$ cat config.mk
export PLATFORM = sky130hd
export DESIGN_NAME = ide_pio_strobe
export DESIGN_NICKNAME = d
export VERILOG_FILES = /design/src/rtl/ide_tim_pkg.sv /design/src/rtl/ide_tim_regs.sv /design/src/rtl/ide_tim_pick.sv /design/src/rtl/ide_tim_seq.sv /design/src/rtl/ide_pio_strobe.sv
export SDC_FILE = /design/constraint.sdc
export NUM_CORES = 1
export LEC_CHECK = 0
export BUFFER_PORTS_ARGS = -buffer_cell sky130_fd_sc_hd__buf_2
export CAP_MARGIN = 20
export CORE_AREA = 3 3 81 83
export DETAILED_ROUTE_END_ITERATION = 10
export DIE_AREA = 0 0 84 86
export PLACE_DENSITY = 0.8
export RECOVER_POWER = 25
export SYNTH_ARGS = -nofsm -noshare
export SYNTH_HDL_FRONTEND = slang
export SYNTH_SLANG_ARGS = --single-unit
$ cat constraint.sdc
create_clock -name clk -period 2.1 [get_ports clk]
set_input_delay 0.525 -clock clk [delete_from_list [all_inputs] [get_ports clk]]
set_output_delay 0.525 -clock clk [all_outputs]
set_load 0.01 [all_outputs]
$ cat src/rtl/ide_tim_pkg.sv
package ide_tim_pkg;
   typedef enum logic [1:0] {
      ST_IDLE = 2'd0,
      ST_ACT  = 2'd1,
      ST_REC  = 2'd2
   } tim_state_t;

   localparam logic [1:0] SEL_RD_WIDE = 2'd0;
   localparam logic [1:0] SEL_WR_WIDE = 2'd1;
   localparam logic [1:0] SEL_NARROW  = 2'd2;
endpackage

$ cat src/rtl/ide_tim_regs.sv
module ide_tim_regs
   import ide_tim_pkg::*;
#(
   parameter int unsigned FW = 4,
   parameter int unsigned RW = 2 * FW,
   parameter logic [RW-1:0] DEF_RD_M  = 8'h33,
   parameter logic [RW-1:0] DEF_WR_M  = 8'h6E,
   parameter logic [RW-1:0] DEF_NAR_M = 8'hAA,
   parameter logic [RW-1:0] DEF_RD_S  = 8'h33,
   parameter logic [RW-1:0] DEF_WR_S  = 8'h6E,
   parameter logic [RW-1:0] DEF_NAR_S = 8'hAA
) (
   input  logic                clk,
   input  logic                rst_n,
   input  logic                we,
   input  logic [2:0]          addr,
   input  logic [RW-1:0]       wdata,
   output logic [RW-1:0]       rdata,
   output logic [1:0][RW-1:0]  rd_wide,
   output logic [1:0][RW-1:0]  wr_wide,
   output logic [1:0][RW-1:0]  narrow
);
   for (genvar gd = 0; gd < 2; gd++) begin : g_drv
      localparam logic [RW-1:0] D_RD  = (gd == 0) ? DEF_RD_M  : DEF_RD_S;
      localparam logic [RW-1:0] D_WR  = (gd == 0) ? DEF_WR_M  : DEF_WR_S;
      localparam logic [RW-1:0] D_NAR = (gd == 0) ? DEF_NAR_M : DEF_NAR_S;
      logic hit;
      assign hit = we && (addr[2] == gd[0]);

      always_ff @(posedge clk or negedge rst_n) begin
         if (!rst_n) begin
            rd_wide[gd] <= D_RD;
            wr_wide[gd] <= D_WR;
            narrow[gd]  <= D_NAR;
         end else if (hit) begin
            case (addr[1:0])
               SEL_RD_WIDE: rd_wide[gd] <= wdata;
               SEL_WR_WIDE: wr_wide[gd] <= wdata;
               SEL_NARROW:  narrow[gd]  <= wdata;
               default: ;
            endcase
         end
      end
   end

   always_comb begin
      case (addr[1:0])
         SEL_RD_WIDE: rdata = rd_wide[addr[2]];
         SEL_WR_WIDE: rdata = wr_wide[addr[2]];
         SEL_NARROW:  rdata = narrow[addr[2]];
         default:     rdata = '0;
      endcase
   end
endmodule

$ cat src/rtl/ide_tim_pick.sv
module ide_tim_pick #(
   parameter int unsigned FW = 4,
   parameter int unsigned RW = 2 * FW,
   parameter int unsigned MW = 3,
   parameter int unsigned NARROW_MAX_MODE = 2
) (
   input  logic               drive,
   input  logic               write,
   input  logic               wide,
   input  logic [MW-1:0]      mode_m,
   input  logic [MW-1:0]      mode_s,
   input  logic [1:0][RW-1:0] rd_wide,
   input  logic [1:0][RW-1:0] wr_wide,
   input  logic [1:0][RW-1:0] narrow,
   output logic [FW-1:0]      pulse,
   output logic [FW-1:0]      recov
);
   logic [MW-1:0] md;
   logic          use_nar;
   logic [RW-1:0] chosen;

   always_comb begin
      md      = drive ? mode_s : mode_m;
      use_nar = !wide && (32'(md) <= NARROW_MAX_MODE);
      if (use_nar)    chosen = narrow[drive];
      else if (write) chosen = wr_wide[drive];
      else            chosen = rd_wide[drive];
      pulse = chosen[RW-1:FW];
      recov = chosen[FW-1:0];
   end
endmodule

$ cat src/rtl/ide_tim_seq.sv
module ide_tim_seq
   import ide_tim_pkg::*;
#(
   parameter int unsigned FW = 4
) (
   input  logic          clk,
   input  logic          rst_n,
   input  logic          req,
   input  logic          req_write,
   input  logic [FW-1:0] pulse,
   input  logic [FW-1:0] recov,
   output logic          ready,
   output logic          done,
   output logic          ior_n,
   output logic          iow_n
);
   tim_state_t    st;
   logic [FW-1:0] cnt;
   logic [FW-1:0] rec_q;
   logic          wr_q;

   always_ff @(posedge clk or negedge rst_n) begin
      if (!rst_n) begin
         st    <= ST_IDLE;
         cnt   <= '0;
         rec_q <= '0;
         wr_q  <= 1'b0;
      end else begin
         case (st)
            ST_IDLE: if (req) begin
               st    <= ST_ACT;
               cnt   <= pulse;
               rec_q <= recov;
               wr_q  <= req_write;
            end
            ST_ACT: if (cnt == '0) begin
               st  <= ST_REC;
               cnt <= rec_q;
            end else begin
               cnt <= cnt - 1'b1;
            end
            ST_REC: if (cnt == '0) st <= ST_IDLE;
                    else           cnt <= cnt - 1'b1;
            default: st <= ST_IDLE;
         endcase
      end
   end

   assign ready = (st == ST_IDLE);
   assign done  = (st == ST_REC) && (cnt == '0);
   assign ior_n = !((st == ST_ACT) && !wr_q);
   assign iow_n = !((st == ST_ACT) && wr_q);
endmodule

$ cat src/rtl/ide_pio_strobe.sv
module ide_pio_strobe #(
   parameter int unsigned FW = 4,
   parameter int unsigned MW = 3,
   parameter int unsigned NARROW_MAX_MODE = 2,
   parameter logic [2*FW-1:0] DEF_RD_M  = 8'h33,
   parameter logic [2*FW-1:0] DEF_WR_M  = 8'h6E,
   parameter logic [2*FW-1:0] DEF_NAR_M = 8'hAA,
   parameter logic [2*FW-1:0] DEF_RD_S  = 8'h33,
   parameter logic [2*FW-1:0] DEF_WR_S  = 8'h6E,
   parameter logic [2*FW-1:0] DEF_NAR_S = 8'hAA
) (
   input  logic            clk,
   input  logic            rst_n,
   input  logic            cfg_we,
   input  logic [2:0]      cfg_addr,
   input  logic [2*FW-1:0] cfg_wdata,
   output logic [2*FW-1:0] cfg_rdata,
   input  logic [MW-1:0]   mode_master,
   input  logic [MW-1:0]   mode_slave,
   input  logic            req,
   input  logic            req_drive,
   input  logic            req_write,
   input  logic            req_wide,
   output logic            ready,
   output logic            done,
   output logic            ior_n,
   output logic            iow_n
);
   localparam int unsigned RW = 2 * FW;

   if (FW < 2 || FW > 8) begin : g_bad_fw
      $error("ide_pio_strobe: FW must be in 2..8");
   end
   if (NARROW_MAX_MODE >= (1 << MW)) begin : g_bad_mode
      $error("ide_pio_strobe: NARROW_MAX_MODE does not fit MW");
   end

   logic [1:0][RW-1:0] rd_wide, wr_wide, narrow;
   logic [FW-1:0]      pulse, recov;

   ide_tim_regs #(
      .FW(FW), .RW(RW),
      .DEF_RD_M(DEF_RD_M), .DEF_WR_M(DEF_WR_M), .DEF_NAR_M(DEF_NAR_M),
      .DEF_RD_S(DEF_RD_S), .DEF_WR_S(DEF_WR_S), .DEF_NAR_S(DEF_NAR_S)
   ) u_regs (
      .clk(clk), .rst_n(rst_n), .we(cfg_we), .addr(cfg_addr),
      .wdata(cfg_wdata), .rdata(cfg_rdata),
      .rd_wide(rd_wide), .wr_wide(wr_wide), .narrow(narrow)
   );

   ide_tim_pick #(
      .FW(FW), .RW(RW), .MW(MW), .NARROW_MAX_MODE(NARROW_MAX_MODE)
   ) u_pick (
      .drive(req_drive), .write(req_write), .wide(req_wide),
      .mode_m(mode_master), .mode_s(mode_slave),
      .rd_wide(rd_wide), .wr_wide(wr_wide), .narrow(narrow),
      .pulse(pulse), .recov(recov)
   );

   ide_tim_seq #(.FW(FW)) u_seq (
      .clk(clk), .rst_n(rst_n), .req(req), .req_write(req_write),
      .pulse(pulse), .recov(recov),
      .ready(ready), .done(done), .ior_n(ior_n), .iow_n(iow_n)
   );
endmodule

# == Word-level counts from Yosys, hierarchy flattened ==
# Index checks and enable logic that the tools add are counted.
# word_totals
ff_bits,59
latch_bits,0
ramBits,0
rom_bits,0
in_bits,24
output_inout_bits,12
word_cells,70
mem_count,0
# op_classes
add_sub_neg,1
multipliers,0
div_mod_pow,0
order_cmp,3
n_eq_ne,8
n_shift,0
muxes,24
bitwise_logic,1
n_reduce_logical,23
# op_table
cell,count
two-way mux 8 bit,14
one-hot mux 8 bit (3 select lines),1
AND reduction 2 bit,7
two-way mux 4 bit,3
one-hot mux 4 bit (3 select lines),1
logical AND 1 bit,6
two-way mux 2 bit,3
one-hot mux 2 bit (3 select lines),1
AND reduction 3 bit,2
"equality test 2 x 1 -> 1 bit, second input constant",2
"equality test 2 bit, second input constant",2
zero test 1 bit,4
zero test 2 bit,2
zero test 4 bit,1
"less-than comparator 1 x 2 -> 1 bit, second input constant",2
"inequality test 2 x 1 -> 1 bit, second input constant",2
"inequality test 2 bit, second input constant",2
"subtractor 4 x 1 -> 4 bit, second input constant",1
"<= comparator 3 x 2 -> 1 bit, second input constant",1
two-way mux 3 bit,1
nonzero test 3 bit,1
NOT 1 bit,1

# == Longest topological paths before layout ==
# Gate-level depths: netlist (run 1).
# depth
ltp_word,6
depth_mapped,8
mapped_depth_nobuf,7

# == Modules after synthesis ==
# A second synthesis (run 1) with hierarchy kept.
# unflattened
cells_unflattened,258
hier_area_um2,3468.3
# by_module_without_submodules
module,instances,cells_per_inst,area_per_inst_um2,seq_area_each_um2
ide_tim_regs,1,153,2304.7,1233.7
ide_tim_seq,1,73,719.4,275.3
ide_tim_pick,1,32,444.2,0.0

# == Worst setup path after synthesis (run 1) ==
# No wires, ideal clock.
# synth_timing
kind,input-to-output
start,input port cfg_addr[1]
end,output port cfg_rdata[5]
t_arrival_ps,1463
required_time_ps,1575
setup_slack_ps,112
path_stages,5
path_buffers,2
path_cell_list,buf_1 > clkbuf_1 > nor2_1 > a211oi_1 > a21oi_1
# synth_via
elab_chain_len,2
word_cells_on_any_way,4
classes_between,eq/ne (2); mux (1); reduce/logical (1)
# synth_lines
element,line_no,rtl
from (decl),ide_pio_strobe.sv:15,"input logic [2:0] cfg_addr,"
"equality test 2 bit, or another cell as far along",ide_tim_regs.sv:47,case (addr[1:0])
one-hot mux 8 bit (3 select lines) (*),ide_tim_regs.sv:47,
to (decl),ide_pio_strobe.sv:17,"output logic [2*FW-1:0] cfg_rdata,"
# Every way passes the cells marked *; elsewhere a longest branch is shown, timed or not.

# == Worst setup path in the final report (run 1) ==
# layout_timing
start,register u_seq.cnt[1]
end,output port done
# layout_via
elab_chain_len,2
# layout_lines
element,line_no,rtl
from (decl),ide_tim_seq.sv:18,logic [FW-1:0] cnt;
from (signal assigned),ide_tim_seq.sv:32,cnt <= pulse;
from (signal assigned),ide_tim_seq.sv:38,cnt <= rec_q;
from (signal assigned),ide_tim_seq.sv:40,cnt <= cnt - 1'b1;
zero test 4 bit,ide_tim_seq.sv:50,assign done = (st == ST_REC) && (cnt == '0);
logical AND 1 bit,ide_tim_seq.sv:50,
to (decl),ide_pio_strobe.sv:25,"output logic done,"
# No other way between the ends.

==> metrics.md, run 1 <==
| Metric | Value |
|---|---|
| Status | finished, final reports clean |
| Area Growth Syn to Fin | 21.0% |
| Drt initial violations | 124 |
| Critical Path Source | u_seq.cnt[1] |
| Synthesized area | about 3400 µm² |
| Cells after synthesis | 295 |
| Core Area | between 5000 and 6000 µm² |
| Worst IR Drop VDD | 0.784 mV |
| Switching pwr | approximately 1.5 mW |
| Vias in the first global route | 2587 |
| IO Pins | 36 |
| Maximum number of pins on one net before global-route repair | 41 |
| Root Driver | clkbuf_8 |
| Post-Place Worst Slack | between 0.03 and 0.04 ns |
| Comb power frac | 0.349 |
| Flops & latches, synth | between 50 and 60 |
| # diodes | 0 |
| DR DRC count | 0 |
| Drt wl/cell | 19.4 µm |
| DIE HEIGHT | 86 µm |
| Fin. Hold Viols | 0 |
| DR vias/cell | 6.17 |
| Routed Antenna Nets | 0 |
| Syn Area/Cell | 11.6 µm² |
| Nets | 384 |
| Most frequent cells in the layout | mux2_2 (49), buf_2 (33), dfrtp_1 (33) |
| CP Data Arrival Time | approximately 1.6 ns |
| Max_slew headroom | 0.238 |
| Hold buffers post-CTS | 0 |
| First-pass GRT wire length | 13200 µm |
| Layout cells sized above 1 | 0.483 |
| Worst setup SP type | flip-flop |
| Slew Viols, Final | 0 |
| Number of library cell types mapped by synthesis | 47 |
| Full die area | 7220 µm² |
| P per Cell Area | about 1100 nW/µm² |
| Cells after DPL | 414 |
| Clock slew at reported path FFs | 0.07 ns |
| Lkg Pwr | 1.81 nW |
| Final GP Congestion | 0.875 |
| DPL Wire Length | 5950 µm |
| Hold Slack | 0.392 ns |
| Port buffer count | 35 |
| Tmin final | slightly above 2 ns |
| Syn Nets | 324 |
| Die width | between 80 and 90 µm |
| Total CTS buffers | 9 |
| CTS tree | built |
| CP max FO | 4 |
| Drt total wl | 8430 µm |
| Final Cell Area | 4140 µm² |
| Htree depth | 3 |
| Seq/Total Area, Yosys | 0.441 |
| Clk_skew | 0.00413 ns |
| RR Startpoint | u_seq.cnt[1] |
| GRT Resource Usage Total | 0.238 |
| Worst Reg-to-Reg Cells | 7 |
| Commonest non-fill, non-tap cell in the layout | mux2_2 |
| Worst setup EP type | output pin |
| Reg2Reg Setup Slack | approximately 0.22 ns |
| Final Non-Filler Cells | 435 |
| Hold Crit Class | in -> async |
| Final worst slack | 0.0295 ns |
| Initial Utilization | 0.578 |
| CTS Buffer Depth | 2 |
| Clock share of power | 0.243 |
| Num Clock Sinks | 59 |
| Rows | 28 |
| Top-area cell type share of the netlist area | 0.241 |
| Seq pwr share | 0.408 |
| Synth Warn # | 0 |
| Fin crit share | 0.986 |
| Pre-antenna DRT Iters | 6 |
| DP Area | between 3000 and 4000 µm² |
| Crit Path Class | reg -> out |
| Skew-Pair Late Insertion Delay | between 0.3 and 0.4 ns |
| Initial antenna violation count | 0 |
| Total congestion overflow | 0 |
| Area contributors post-synth | dfrtp_1 (24%), dfstp_2 (20%), mux2_2 (16%) |
| Worst-Margin Slew | about 1.1 ns |
| Worst reg2reg endpoint | u_seq.cnt[1] |
| Peak Freq | 483 MHz |
| Switching Fraction | 0.338 |
| Total number of vias | between 2k and 3k |
| Max_cap viols | 0 |
| Cell taking the most area after synthesis | dfrtp_1 |
| Final Core Density | 0.699 |
| CP required | 1.57 ns |
| Final setup violation count | 0 |
| Int Pwr | 2.97 mW |
## worst max-delay path by stage
stage,endpoint,slack [ns],cells past startpoint
3_5_place_dp,cfg_rdata[5],0.03,7
6_report,done,0.03,5
2_1_floorplan,cfg_rdata[5],0.11,5
5_1_grt,done,-0.04,5
3_3_place_gp,cfg_rdata[6],0.07,7
4_1_cts,done,0.01,5
## final cells by class
| cell class | instances | area (µm²) |
|---|---|---|
| Multi-Input combinational cell | 211 | 1830 |
| Fill cell | 410 | 1780 |
| Sequential cell | 59 | 1510 |
| Timing Repair Buffer | 66 | 464 |
| Clock buffer | 12 | 165 |
| Tap cell | 75 | 93.8 |
| Clock inverter | 4 | 47.5 |
| Inverter | 8 | 30.0 |
## cells by family (layout without fill, tap and decap cells)
kind of cell,count (synthesis),in the layout,share of synthesized area
and+or+nand+nor,63,63,0.0915
adders and majority gates,5,5,0.0183
buffers and inverters,25,90,0.0362
muxes,80,80,0.287
AOI/OAI and AO/OA,63,63,0.126
DFF,59,59,0.441
## sequential cells by signal, indices dropped and copies added (netlist names)
name,flops
u_regs.narrow,16
u_regs.rd_wide,16
u_regs.wr_wide,16
u_seq.cnt,4
u_seq.rec_q,4
u_seq.st,2
u_seq.wr_q,1
## worst max-delay path, cell delays in order (launching register included)
cell	delay, ns
dfrtp_1	0.42
inv_1	0.13
ha_4	0.17
nor3b_4	0.21
and2_1	0.16
buf_2	0.12
## per-stage QoR
step	power [mW]	setup TNS [ns]
after global routing	4.75	-0.0623
after CTS	4.36	0
after floorplan	2.78	0
after global placement	3.19	0
after detailed placement	3.25	0
final	4.49	0
## power by group through the flow
stage / clock network, mW / logic (mW) / registers [mW]
after floorplan: 0 / 1.08 / 1.70
after global placement: 0 / 1.39 / 1.80
after detailed placement: 0 / 1.43 / 1.82
after CTS: 1.10 / 1.45 / 1.80
after global routing: 1.15 / 1.73 / 1.86
final: 1.09 / 1.57 / 1.83
## cell usage after synthesis (all sizes together)
cell type,count
a22o,2
o21ai,9
dfrtp,33
o21bai,1
nand2,17
a31oi,3
or3,1
nor2,19
mux4,8
ha,5
o22a,1
nand4b,1
clkbuf,9
or2,3
o31a,1
a211o,2
dfstp,26
nor3,9
mux2i,23
o41ai,1
o211ai,1
or3b,1
o31ai,1
nand3,2
a211oi,9
a21boi,2
a21oi,29
and2,1
nand2b,3
mux2,49
buf,8
nor3b,2
and3b,1
nor2b,3
inv,8
a2111oi,1
## metal layers
layer	share of wire	track usage	wire, µm
met4	0.028	0.114	233
met1	0.43	0.303	3640
met2	0.50	0.401	4220
met3	0.040	0.0365	338
met5	0	0	0
## timing repair
item | 4_1_cts | 5_1_grt
endpoints found under the setup margin | 1 | 6
buffers inserted | 0 | 4
gates cloned | 0 | 1
resized for setup | 2 | 9
pin swaps | 0 | 1
Note: power is estimated with default switching activity, not from simulation.
==> run 2: changes to the inputs <==
--- a/config.mk
+++ b/config.mk
@@ -5,12 +5,13 @@
 export SDC_FILE = /design/constraint.sdc
 export NUM_CORES = 1
 export LEC_CHECK = 0
+export ABC_AREA = 1
 export BUFFER_PORTS_ARGS = -buffer_cell sky130_fd_sc_hd__buf_2
 export CAP_MARGIN = 20
-export CORE_AREA = 3 3 81 83
+export CORE_AREA = 3 3 80 82
 export DETAILED_ROUTE_END_ITERATION = 10
-export DIE_AREA = 0 0 84 86
-export PLACE_DENSITY = 0.8
+export DIE_AREA = 0 0 83 85
+export PLACE_DENSITY = 0.81
 export RECOVER_POWER = 25
 export SYNTH_ARGS = -nofsm -noshare
 export SYNTH_HDL_FRONTEND = slang
==> metrics.md, run 2 <==
| Metric | Value |
|---|---|
| Initial antenna violation count | 0 (unchanged) |
| Full die area | 7060 µm² (was 7220 µm²) |
| Setup Buffers After CTS | 0 (unchanged) |
| Cts repair resizes | 1 (was 2) |
| Primary FF master, synth | dfrtp_1 (unchanged) |
| Worst setup SP type | flip-flop (unchanged) |
| P per Cell Area | 1070 nW/µm² (was 1080 nW/µm²) |
| Final Cell Area | 3840 µm² (was 4140 µm²) |
| Worst IR Drop VDD | 0.566 mV (was 0.784 mV) |
| EDFF count, synth | 0 (unchanged) |
| Crit Path Class | reg -> out (unchanged) |
| Layout cells sized above 1 | 0.212 (was 0.483) |
| IO Pins | 36 (unchanged) |
| Top-area cell type share of the netlist area | 0.244 (was 0.241) |
| Num Clock Sinks | 59 (unchanged) |
| Top cells by count, synth | nand2_1 (140), o21ai_0 (81), inv_1 (44), nor2_1 (39), dfrtp_1 (33) (was mux2_2 (49), dfrtp_1 (33), a21oi_1 (29), dfstp_2 (26), mux2i_1 (23)) |
| # diodes | 0 (unchanged) |
| Core Area | 5820 µm² (was 5920 µm²) |
| Synthesized area | 3390 µm² (was 3420 µm²) |
| Status | finished, final reports clean (unchanged) |
| Cells after DPL | 558 (was 414) |
| Seq/Total Area, Yosys | 0.445 (was 0.441) |
| Biggest regs | u_regs.narrow (16), u_regs.rd_wide (16), u_regs.wr_wide (16) (unchanged) |
| Cells after synthesis | 460 (was 295) |
| Clock slew at reported path FFs | 0.07 ns (about the same) |
| Root Driver | clkbuf_8 (unchanged) |
| Clk_skew | 0.0110 ns (was 0.00413 ns) |
| CP Data Arrival Time | 1.47 ns (was 1.55 ns) |
| Fin. Hold Viols | 0 (unchanged) |
| Nets | 523 (was 384) |
| Maximum number of pins on one net before global-route repair | 60 (was 41) |
| CTS Buffer Depth | 2 (unchanged) |
| DIE HEIGHT | 85 µm (was 86 µm) |
| Final Core Density | 0.661 (was 0.699) |
| Hold Slack | 0.484 ns (was 0.392 ns) |
| Slew Viols, Final | 0 (unchanged) |
| Worst-Margin Slew | 1.39 ns (was 1.14 ns) |
| Drt wl/cell | 13.9 µm (was 19.4 µm) |
| Kind of cell adding the most delay to the critical path | flip-flops (unchanged) |
| First-pass GRT wire length | 13900 µm (was 13200 µm) |
| Final worst slack | 0.105 ns (was 0.0295 ns) |
| Worst path bufs/invs | 3 (was 2) |
| Fin crit share | 0.950 (was 0.986) |
| Total congestion overflow | 0 (unchanged) |
| Lkg Pwr | 1.89 nW (was 1.81 nW) |
| Async set-or-reset flop fraction in the synthesized netlist | 1.00 (unchanged) |
| Syn Nets | 489 (was 324) |
| Peak Freq | 501 MHz (was 483 MHz) |
| CP max stage delay | 0.43 ns (was 0.42 ns) |
| DP Area | 3630 µm² (was 3830 µm²) |
| CTS tree | built (unchanged) |
| Htree depth | 3 (unchanged) |
| Die width | 83 µm (was 84 µm) |
| Commonest non-fill, non-tap cell in the layout | nand2_1 (was mux2_2) |
| Drt initial violations | 263 (was 124) |
| DR DRC count | 0 (unchanged) |
| Pre-antenna DRT Iters | 5 (was 6) |
| Max_slew headroom | 0.0719 (was 0.238) |
| CP max stage cell | dfrtp_1 (unchanged) |
| Cell mode on critical path | inv_1 |
| Syn Area/Cell | 7.37 µm² (was 11.6 µm²) |
| Flops & latches, synth | 59 (unchanged) |
| CP required | 1.57 ns (about the same) |
| Max_cap viols | 0 (unchanged) |
| Cell taking the most area after synthesis | dfrtp_1 (unchanged) |
| Total number of vias | 3154 (was 2686) |
| Most frequent cell after synthesis | nand2_1 (was mux2_2) |
| GRT Resource Usage Total | 0.242 (was 0.238) |
| Area contributors post-synth | dfrtp_1 (24%), dfstp_2 (20%), nand2_1 (15%) (was dfrtp_1 (24%), dfstp_2 (20%), mux2_2 (16%)) |
| Number of library cell types mapped by synthesis | 28 (was 47) |
| DPL Wire Length | 5680 µm (was 5950 µm) |
| RSZ-0062 raised after global routing | false |
| Drt total wl | 7970 µm (was 8430 µm) |
| Port buffer count | 35 (unchanged) |
| Tmin final | 2.00 ns (was 2.07 ns) |
| Initial Utilization | 0.583 (was 0.578) |
| Final setup violation count | 0 (unchanged) |
| Worst setup EP type | output pin (unchanged) |
| Most frequent cells in the layout | nand2_1 (139), o21ai_0 (81), inv_1 (43) (was mux2_2 (49), buf_2 (33), dfrtp_1 (33)) |
| Total CTS buffers | 9 (unchanged) |
| Synth Warn # | 0 (unchanged) |
| CP max FO | 5 (was 4) |
| Final Non-Filler Cells | 574 (was 435) |
| Hold buffers post-CTS | 0 (unchanged) |
| Cells along the critical path | inv_1 -> ha_1 -> inv_1 -> nor2_2 -> buf_2 (was inv_1 -> ha_4 -> nor3b_4 -> and2_1 -> buf_2) |
| Fillers | 524 (was 410) |
| Final GP Congestion | 0.854 (was 0.875) |
| Setup tns final | 0 ns (unchanged) |
| Routed Antenna Nets | 0 (unchanged) |
| Skew-Pair Late Insertion Delay | 0.34 ns (about the same) |
| Hold Crit Class | reg -> reg (was in -> async) |
| Area Growth Syn to Fin | 13.3% (was 21.0%) |
| Post-Place Worst Slack | 0.118 ns (was 0.0324 ns) |
| DR vias/cell | 5.49 (was 6.17) |
| Final Power | 4.11 mW (was 4.49 mW) |
| Vias in the first global route | 2942 (was 2587) |
| Rows | 28 (unchanged) |
## run 2: cell types whose count changed after synthesis, sizes merged, moves of 9 or more
cell    delta
a211oi     -9
o21ai     +80
nand2    +131
nor3       -9
mux2      -49
nor2      +27
inv       +40
a21oi     -21
o211ai    +10
nand3     +11
mux2i     -23
## run 2: layout make-up
cell class / count / area [µm²] / share of cell area
Multi-Input combinational cell: 335 / 1620 / 0.421
Sequential cell: 59 / 1510 / 0.393
Timing Repair Buffer: 41 / 233 / 0.0606
Inverter: 48 / 183 / 0.0475
Clock buffer: 14 / 173 / 0.0449
Tap cell: 75 / 93.8 / 0.0244
Clock inverter: 2 / 35.0 / 0.00912
## run 2: worst reg2reg max path, cell delays in order, from the launching register on
cell and delay [ns]:
dfrtp_1 0.43, inv_1 0.10, ha_1 0.22, inv_1 0.07
or2_2 0.28, o31ai_1 0.12, nor2_2 0.13, nand2_1 0.10
nor2_1 0.04, nor2_1 0.07
## run 2: logic make-up after synthesis
group                      share of synthesized area
AOI/OAI and AO/OA                              0.192
xor gates and xnor gates                     0.00258
adders and majority gates                     0.0185
buffers and inverters                         0.0834
DFF                                            0.445
and+or+nand+nor                                0.258
## run 2: layer usage
| layer | vias to the layer above | share of wire | global-route usage |
|---|---|---|---|
| li1 | 1565 | - | - |
| met1 | 1436 | 0.43 | 0.320 |
| met2 | 130 | 0.48 | 0.392 |
| met3 | 23 | 0.067 | 0.0437 |
| met4 | 0 | 0.023 | 0.110 |
| met5 | - | 0 | 0 |
## run 2: final timing paths
path	endpoint	startpoint	slack, ns	depth (start not counted)
setup / recovery	done	u_seq.st[0]	0.10	5
hold / removal	u_regs.narrow[13]	u_regs.narrow[13]	0.48	2
setup reg to reg	u_seq.cnt[2]	u_seq.st[0]	0.48	9
hold reg to reg	u_regs.narrow[13]	u_regs.narrow[13]	0.48	2
max in group asynchronous	u_regs.rd_wide[7]	rst_n	0.67	2
min in group asynchronous	u_seq.st[0]	rst_n	0.58	2
## run 2: where the power goes
part           internal, mW  total (mW)  leakage (nW)  switching (mW)
clock network         0.645        1.08         0.107           0.433
registers              1.48        1.69         0.683           0.202
logic                 0.510        1.35          1.10           0.839
